$ cat src/rtl/pcs_pkg.sv
package pcs_pkg;
    localparam int TIME_W = 32;

    typedef logic [TIME_W-1:0] time_t;

    typedef enum logic {
        DIR_RD = 1'b0,
        DIR_WR = 1'b1
    } dir_e;

    typedef struct packed {
        logic seen;
        dir_e dir;
    } last_dir_t;

    function automatic time_t later_of(input time_t a, input time_t b);
        return (a > b) ? a : b;
    endfunction

    function automatic logic needs_turn(input last_dir_t last, input dir_e d);
        return last.seen && (last.dir != d);
    endfunction
endpackage

$ cat src/rtl/pcs_ch_select.sv
module pcs_ch_select #(
    parameter int ADDR_W      = 40,
    parameter int NUM_CH      = 8,
    parameter int BURST_BYTES = 256,
    parameter int CH_W        = 3
) (
    input  logic [ADDR_W-1:0] addr,
    output logic [CH_W-1:0]   ch
);
    localparam int SHIFT = $clog2(BURST_BYTES);

    logic [ADDR_W-1:0] shifted;
    assign shifted = addr >> SHIFT;

    generate
        if (NUM_CH > 1) begin : g_multi
            assign ch = shifted[CH_W-1:0];
        end else begin : g_single
            logic unused_bits;
            assign unused_bits = ^shifted;
            assign ch = '0;
        end
    endgenerate
endmodule

$ cat src/rtl/pcs_ch_state.sv
module pcs_ch_state
    import pcs_pkg::*;
#(
    parameter int NUM_CH = 8,
    parameter int CH_W   = 3
) (
    input  logic      clk,
    input  logic      rst,
    input  logic [CH_W-1:0] rd_ch,
    output time_t     rd_avail,
    output last_dir_t rd_last,
    input  logic      wr_en,
    input  logic [CH_W-1:0] wr_ch,
    input  time_t     wr_finish,
    input  dir_e      wr_dir
);
    time_t     avail_q [NUM_CH];
    last_dir_t last_q  [NUM_CH];

    generate
        for (genvar i = 0; i < NUM_CH; i++) begin : g_ch
            always_ff @(posedge clk) begin
                if (rst) begin
                    avail_q[i] <= '0;
                    last_q[i]  <= '{seen: 1'b0, dir: DIR_RD};
                end else if (wr_en && (wr_ch == CH_W'(i))) begin
                    avail_q[i] <= wr_finish;
                    last_q[i]  <= '{seen: 1'b1, dir: wr_dir};
                end
            end
        end
    endgenerate

    always_comb begin
        rd_avail = avail_q[rd_ch];
        rd_last  = last_q[rd_ch];
    end
endmodule

$ cat src/rtl/pcs_commit_calc.sv
module pcs_commit_calc
    import pcs_pkg::*;
#(
    parameter int OCC_CYC    = 8,
    parameter int SWITCH_PEN = 0
) (
    input  time_t     now,
    input  time_t     avail,
    input  last_dir_t last,
    input  dir_e      dir,
    output time_t     start,
    output time_t     finish
);
    time_t base;
    time_t pen;

    always_comb begin
        base   = later_of(now, avail);
        pen    = needs_turn(last, dir) ? TIME_W'(SWITCH_PEN) : '0;
        start  = base + pen;
        finish = start + TIME_W'(OCC_CYC);
    end
endmodule

$ cat src/rtl/pcs_commit_sched.sv
module pcs_commit_sched
    import pcs_pkg::*;
#(
    parameter int ADDR_W      = 40,
    parameter int NUM_CH      = 8,
    parameter int BURST_BYTES = 256,
    parameter int OCC_CYC     = 8,
    parameter int SWITCH_PEN  = 0,
    localparam int CH_W       = (NUM_CH > 1) ? $clog2(NUM_CH) : 1
) (
    input  logic              clk,
    input  logic              rst,
    input  logic              req_valid,
    output logic              req_ready,
    input  logic [ADDR_W-1:0] req_addr,
    input  logic              req_write,
    output logic              rsp_valid,
    output logic [CH_W-1:0]   rsp_ch,
    output logic [TIME_W-1:0] rsp_start,
    output logic [TIME_W-1:0] rsp_finish,
    output logic [TIME_W-1:0] time_o
);
    time_t           now_q;
    logic            accept;
    dir_e            dir;
    logic [CH_W-1:0] ch;
    time_t           avail;
    last_dir_t       last;
    time_t           start;
    time_t           finish;

    assign req_ready = !rst;
    assign accept    = req_valid && req_ready;
    assign dir       = req_write ? DIR_WR : DIR_RD;

    always_ff @(posedge clk) begin
        if (rst) now_q <= '0;
        else     now_q <= now_q + 1'b1;
    end

    pcs_ch_select #(
        .ADDR_W(ADDR_W), .NUM_CH(NUM_CH), .BURST_BYTES(BURST_BYTES), .CH_W(CH_W)
    ) sel_i (
        .addr(req_addr),
        .ch  (ch)
    );

    pcs_ch_state #(.NUM_CH(NUM_CH), .CH_W(CH_W)) state_i (
        .clk      (clk),
        .rst      (rst),
        .rd_ch    (ch),
        .rd_avail (avail),
        .rd_last  (last),
        .wr_en    (accept),
        .wr_ch    (ch),
        .wr_finish(finish),
        .wr_dir   (dir)
    );

    pcs_commit_calc #(.OCC_CYC(OCC_CYC), .SWITCH_PEN(SWITCH_PEN)) calc_i (
        .now   (now_q),
        .avail (avail),
        .last  (last),
        .dir   (dir),
        .start (start),
        .finish(finish)
    );

    always_ff @(posedge clk) begin
        if (rst) begin
            rsp_valid  <= 1'b0;
            rsp_ch     <= '0;
            rsp_start  <= '0;
            rsp_finish <= '0;
        end else begin
            rsp_valid <= accept;
            if (accept) begin
                rsp_ch     <= ch;
                rsp_start  <= start;
                rsp_finish <= finish;
            end
        end
    end

    assign time_o = now_q;
endmodule

$ cat config.mk
export PLATFORM = sky130hd
export DESIGN_NAME = pcs_commit_sched
export DESIGN_NICKNAME = d
export VERILOG_FILES = /design/src/rtl/pcs_pkg.sv /design/src/rtl/pcs_ch_select.sv /design/src/rtl/pcs_ch_state.sv /design/src/rtl/pcs_commit_calc.sv /design/src/rtl/pcs_commit_sched.sv
export SDC_FILE = /design/constraint.sdc
export NUM_CORES = 1
export LEC_CHECK = 0
export BUFFER_PORTS_ARGS = -buffer_cell sky130_fd_sc_hd__buf_2
export CORE_MARGIN = 1.5
export CORE_UTILIZATION = 43
export CTS_CLUSTER_SIZE = 20
export DETAILED_ROUTE_END_ITERATION = 8
export MAX_ROUTING_LAYER = met4
export PLACE_DENSITY_LB_ADDON = 0.1
export SETUP_SLACK_MARGIN = 0.2
export SYNTH_ARGS = -nofsm -noshare
export SYNTH_HDL_FRONTEND = slang
export SYNTH_SLANG_ARGS = --single-unit
$ cat constraint.sdc
create_clock -name clk -period 6.2 [get_ports clk]
set_input_delay 1.24 -clock clk [delete_from_list [all_inputs] [get_ports clk]]
set_output_delay 1.24 -clock clk [all_outputs]
set_load 0.02 [all_outputs]
After elaboration in Yosys (flattened, before gate mapping). Memory sizes are Yosys's and may differ from the RTL's. Index checks and enable logic that the tools add are counted.

Register bits after elaboration: 100. RAM bits: 256. Bits of input ports: 44. Output and inout port bits: 101. Logic and storage cells: 70. Memories kept: 1.

$add $sub $neg: 2. $lt $le $gt $ge: 1. Equal/unequal tests: 7. Mux-type cells: 35. Bitwise gates (word level): 8. Reductions and logical operators: 11.

Memories: state_i.avail_q (words 8, bits a word 32, rd ports 1, clocked after memory_dff 0, wr ports 8, RTL line pcs_ch_state.sv:17) `time_t avail_q [NUM_CH];`.

Operator list (count): $mux 32 (9); $add 32x1->32 const B (1); $add 32x4->32 const B (1); $gt 32x32->1 (1); $mux 1 (26); $eq 3x3->1 const B (4); $logic_and 1x1->1 (9); $or 1x1->1 (8); $eq 3x2->1 const B (2); $eq 3x1->1 const B (1); $logic_not 3->1 (1); $logic_not 1->1 (1).

Depth between registers and ports, before layout.
Word-level depth: 7. Mapped depth: 26. Mapped depth without buffers: 19.

By module. From an unflattened synthesis, not the netlist that was laid out.

Cells, all modules: 1514. Area total of the unflattened synthesis: 18621.6 µm².

Modules (own cells, without submodules): pcs_ch_state (times used 1, cells each 779, area an instance 12171.7 µm², sequential area each 8157.8 µm²); pcs_commit_sched (times used 1, cells each 398, area an instance 3892.5 µm², sequential area each 2001.9 µm²); pcs_commit_calc (times used 1, cells each 334, area an instance 2534.9 µm², sequential area each 0.0 µm²); pcs_ch_select (times used 1, cells each 3, area an instance 22.5 µm², sequential area each 0.0 µm²).

Least setup slack after synthesis. No wires, ideal clock.

Path type: input to register. Start: in req_addr[8]. End: mem state_i.avail_q[1][25] (netlist name) (data pin). Library setup time: 0.266 ns. Arrival time: 6.240 ns. Required time: 5.934 ns. Slack: -0.306 ns. Cell stages on the path: 26. Buffers on the path: 7. Path through: buf_6 -> buf_12 -> buf_12 -> buf_6 -> buf_2 -> mux4_2 -> mux2_2 -> inv_1 -> ha_1 -> nand4_1 -> nor4_2 -> and3_1 -> o2bb2ai_1 -> or2_2 -> buf_2 -> buf_4 -> o21ai_2 -> ha_1 -> nand3_1 -> nor3_1 -> nor2b_1 -> nand4_1 -> xor2_1 -> nand2_1 -> nand2_1 -> nor2_1.

RTL lines: from (decl) (RTL line pcs_commit_sched.sv:15) `input logic [ADDR_W-1:0] req_addr,`; to (decl) (RTL line pcs_ch_state.sv:17).

==> reports/metrics.cfg <==
[worst_setup_path]
end_kind=flip-flop
crit_path_max_incr_delay_ns=0.57
path_class=in2reg
crit_chain=buf_6, buf_4, mux4_1, mux2i_1, ha_1, nand4_1, buf_4, nor3_1, a211oi_1, o2bb2ai_1, or2_2, o21ai_2, ha_4, nand3_2, nor3_4, nor2b_4, nand4_1, xor2_1, nand2_1, nand2_1, buf_12, nor2_1
slowest_stage=mux4_1
worstRegToRegCells=20
rrSetupSlack_ns=1.25
crit_path_max_fanout=16
r2r-start=state_i.avail_q[1][15]
critPathArrivalTime_ns=5.99
start_kind=primary input
r2r-end=state_i.avail_q[3][25]
worst_ep_required_time_ns=6.48

[logic_synthesis]
synthFlopType=edfxtp_1
post-synth-top-count-cell=nor2_1
synth.largest_area_cell=edfxtp_1
synthCells=1431
synth_top_cell_area_share=0.456
synth-edff-count=256
ys_seq_elements=353
yosys_warnings=0
yosysSeqAreaShare=0.571
synthArstFlopShare=0
synthDistinctLibCells=68
synth.avg_cell_area_sq_um=11.8
syn-cell-area_sq_um=16900
synth_common_cells=nor2_1 (341), edfxtp_1 (256), nand2_1 (108)
synth_area_leaders=edfxtp_1 (46%), dfxtp_1 (12%), nor2_1 (7.6%)
synthesis.nets=1509

[layout]
final_core_util=0.519
area_growth_pct=18.8
regArea_sq_um=9630
final_cells=2159
layout.nets=1691
final_area_sq_um=20100
multi_input_area_sq_um=6800
n_fill_cell=3462
drive_gt1_frac=0.251
insertedDiodeCount=0

[global_route]
use_met2=0.371
gr-total-overflow=0
grt_busiest_layer=met2
met3_usage=0.0326
grt_max_degree=79
use_met1=0.343
antenna_found_initial=0
grt_usage=0.243
grt_pass1_wl_microns=72000
grt_pass1_vias=11715

[placement]
port_buffers=106
dpl_cell_area_sq_um=18800
place_inst=2090
gp_congestion=0.829
dp_hpwl_microns=31100

[cts]
cts_tree=yes
cts.clk_slew.worst_paths_ns=0.06
cts.sinks=353
cts_root_buf=clkbuf_16
numCtsBuffers=39
clk_latency_ns=0.56
cts_max_level=2
cts_buffer_depth=3
cts_hold_buf=0

[sta]
worst_slew_pin_slew_ns=0.987
tns_ns=0
finalSetupViolCount=0
maxSlewViolCount=0
fmaxAchievable_mhz=175
clock_skew_ns=0.0203
period_needed_ns=5.71
layout_worst_path_cycle_share=0.921
rsz0062_at_grt=false
hold_viol_final=0
maxSlewHeadroom=0.336

[power_and_ir_drop]
powerDensity_nw_per_um2=279
total_power_w=0.00560
cellLeakagePower_nw=7.59
irDropWorstVdd_v=0.000155

[run_status]
status=complete, no violations

[die]
die_h_microns=201
start_util=0.437
die_w_microns=201
io_pins=145
die-area_sq_um=40400
design.core.area_sq_um=38600
rows=72

[drt]
vias_per_cell=5.46
route.vias.total=11780
dr.pass1.iters=7
wl_microns=47000
route.detailed.drc=0
ant_nets=0
dr.first_iter.drc_count=948
wl_per_cell_microns=21.8

[worst_hold_path]
hold_class=reg2reg
hold_depth=2
whs_endpoint=rsp_start[10]
holdCritStartpoint=rsp_start[10]

[flow_run]
drv_cap=0

## worst max path at each step
| stage | start | end | cells past startpoint |
|---|---|---|---|
| 3_3_place_gp | req_addr[8] | state_i.avail_q[7][25] | 21 |
| 4_1_cts | req_addr[8] | state_i.avail_q[3][25] | 21 |
| 5_1_grt | req_addr[8] | state_i.avail_q[2][25] | 22 |
| 3_5_place_dp | req_addr[8] | state_i.avail_q[3][25] | 21 |
| 2_1_floorplan | req_addr[8] | state_i.avail_q[2][29] | 26 |
| 6_report | req_addr[8] | state_i.avail_q[3][25] | 22 |
## state kept, by name (all words and copies together) (netlist names)
register         cells
rsp_ch               3
rsp_finish          29
rsp_start           32
rsp_valid            1
state_i.avail_q    256
time_o              32
## per-layer routing
layer | wire length (microns) | vias up
met5 | 0 | -
met4 | 899 | 0
met3 | 2430 | 58
met2 | 21600 | 326
met1 | 22100 | 5852
li1 | - | 5544
## layout by cell type (no fill, tap or decap), drive strengths merged, types with 6 or more instances in the layout
master	synthesis	final
or3	14	14
xnor2	43	43
clkinv	1	12
a211oi	21	21
and3	7	7
buf	31	239
o21ai	52	52
mux4	64	64
o211ai	25	25
nand2	109	109
dfxtp	97	97
inv	13	14
nand4	17	17
ha	34	34
nor2b	6	6
mux2	6	6
nor2	341	341
or2	7	7
nand3	27	27
xor2	24	24
nor4	11	11
a21oi	56	56
edfxtp	256	256
mux2i	44	44
clkbuf	67	55
nor3	20	20
## per-stage QoR
stage / setup WS (ns) / hold slack [ns]
floorplan: 0.212 / 0.530
global placement: -0.128 / 0.437
detailed placement: -0.183 / 0.443
CTS: 0.385 / 0.450
global route: 0.224 / 0.468
finish: 0.491 / 0.447
## cell type report
cell class,count,share of cell area
well taps,518,0.0323
clock buffers,55,0.0553
flip-flops and latches,353,0.480
clock inverters,14,0.00455
multi-input cells,966,0.339
inverters,14,0.00262
repair buffers,239,0.0862
## cells by family (layout without fill, tap and decap cells)
family | count (synthesis) | in the layout | synth area share
xor gates and xnor gates | 67 | 67 | 0.0357
adders and majority gates | 34 | 34 | 0.0252
muxes | 114 | 114 | 0.120
AOI/OAI and AO/OA | 173 | 173 | 0.0670
buffers and inverters | 112 | 322 | 0.0317
and+or+nand+nor | 578 | 578 | 0.150
DFF | 353 | 353 | 0.571
## critical path: cells and delay by family
kind / cells / cell delay (ns)
muxes: 2 / 0.95
AOI/OAI and AO/OA: 3 / 0.62
xor gates and xnor gates: 1 / 0.20
and+or+nand+nor: 10 / 1.73
adders and majority gates: 2 / 0.51
buffers and inverters: 4 / 0.73
## power by group
group | internal (W) | leakage (nW) | switching [W] | total, W
sequential | 0.00263 | 3.45 | 0.0000362 | 0.00267
combinational | 0.000285 | 3.55 | 0.000432 | 0.000718
clock | 0.00128 | 0.594 | 0.000928 | 0.00221
total | 0.00420 | 7.59 | 0.00140 | 0.00560
## what timing repair did
item	CTS	global route
setup buffers	0	0
endpoints found under the hold margin	0	0
endpoints found under the setup margin	0	27
resized for setup	0	3
(Power assumes the default switching activity.)
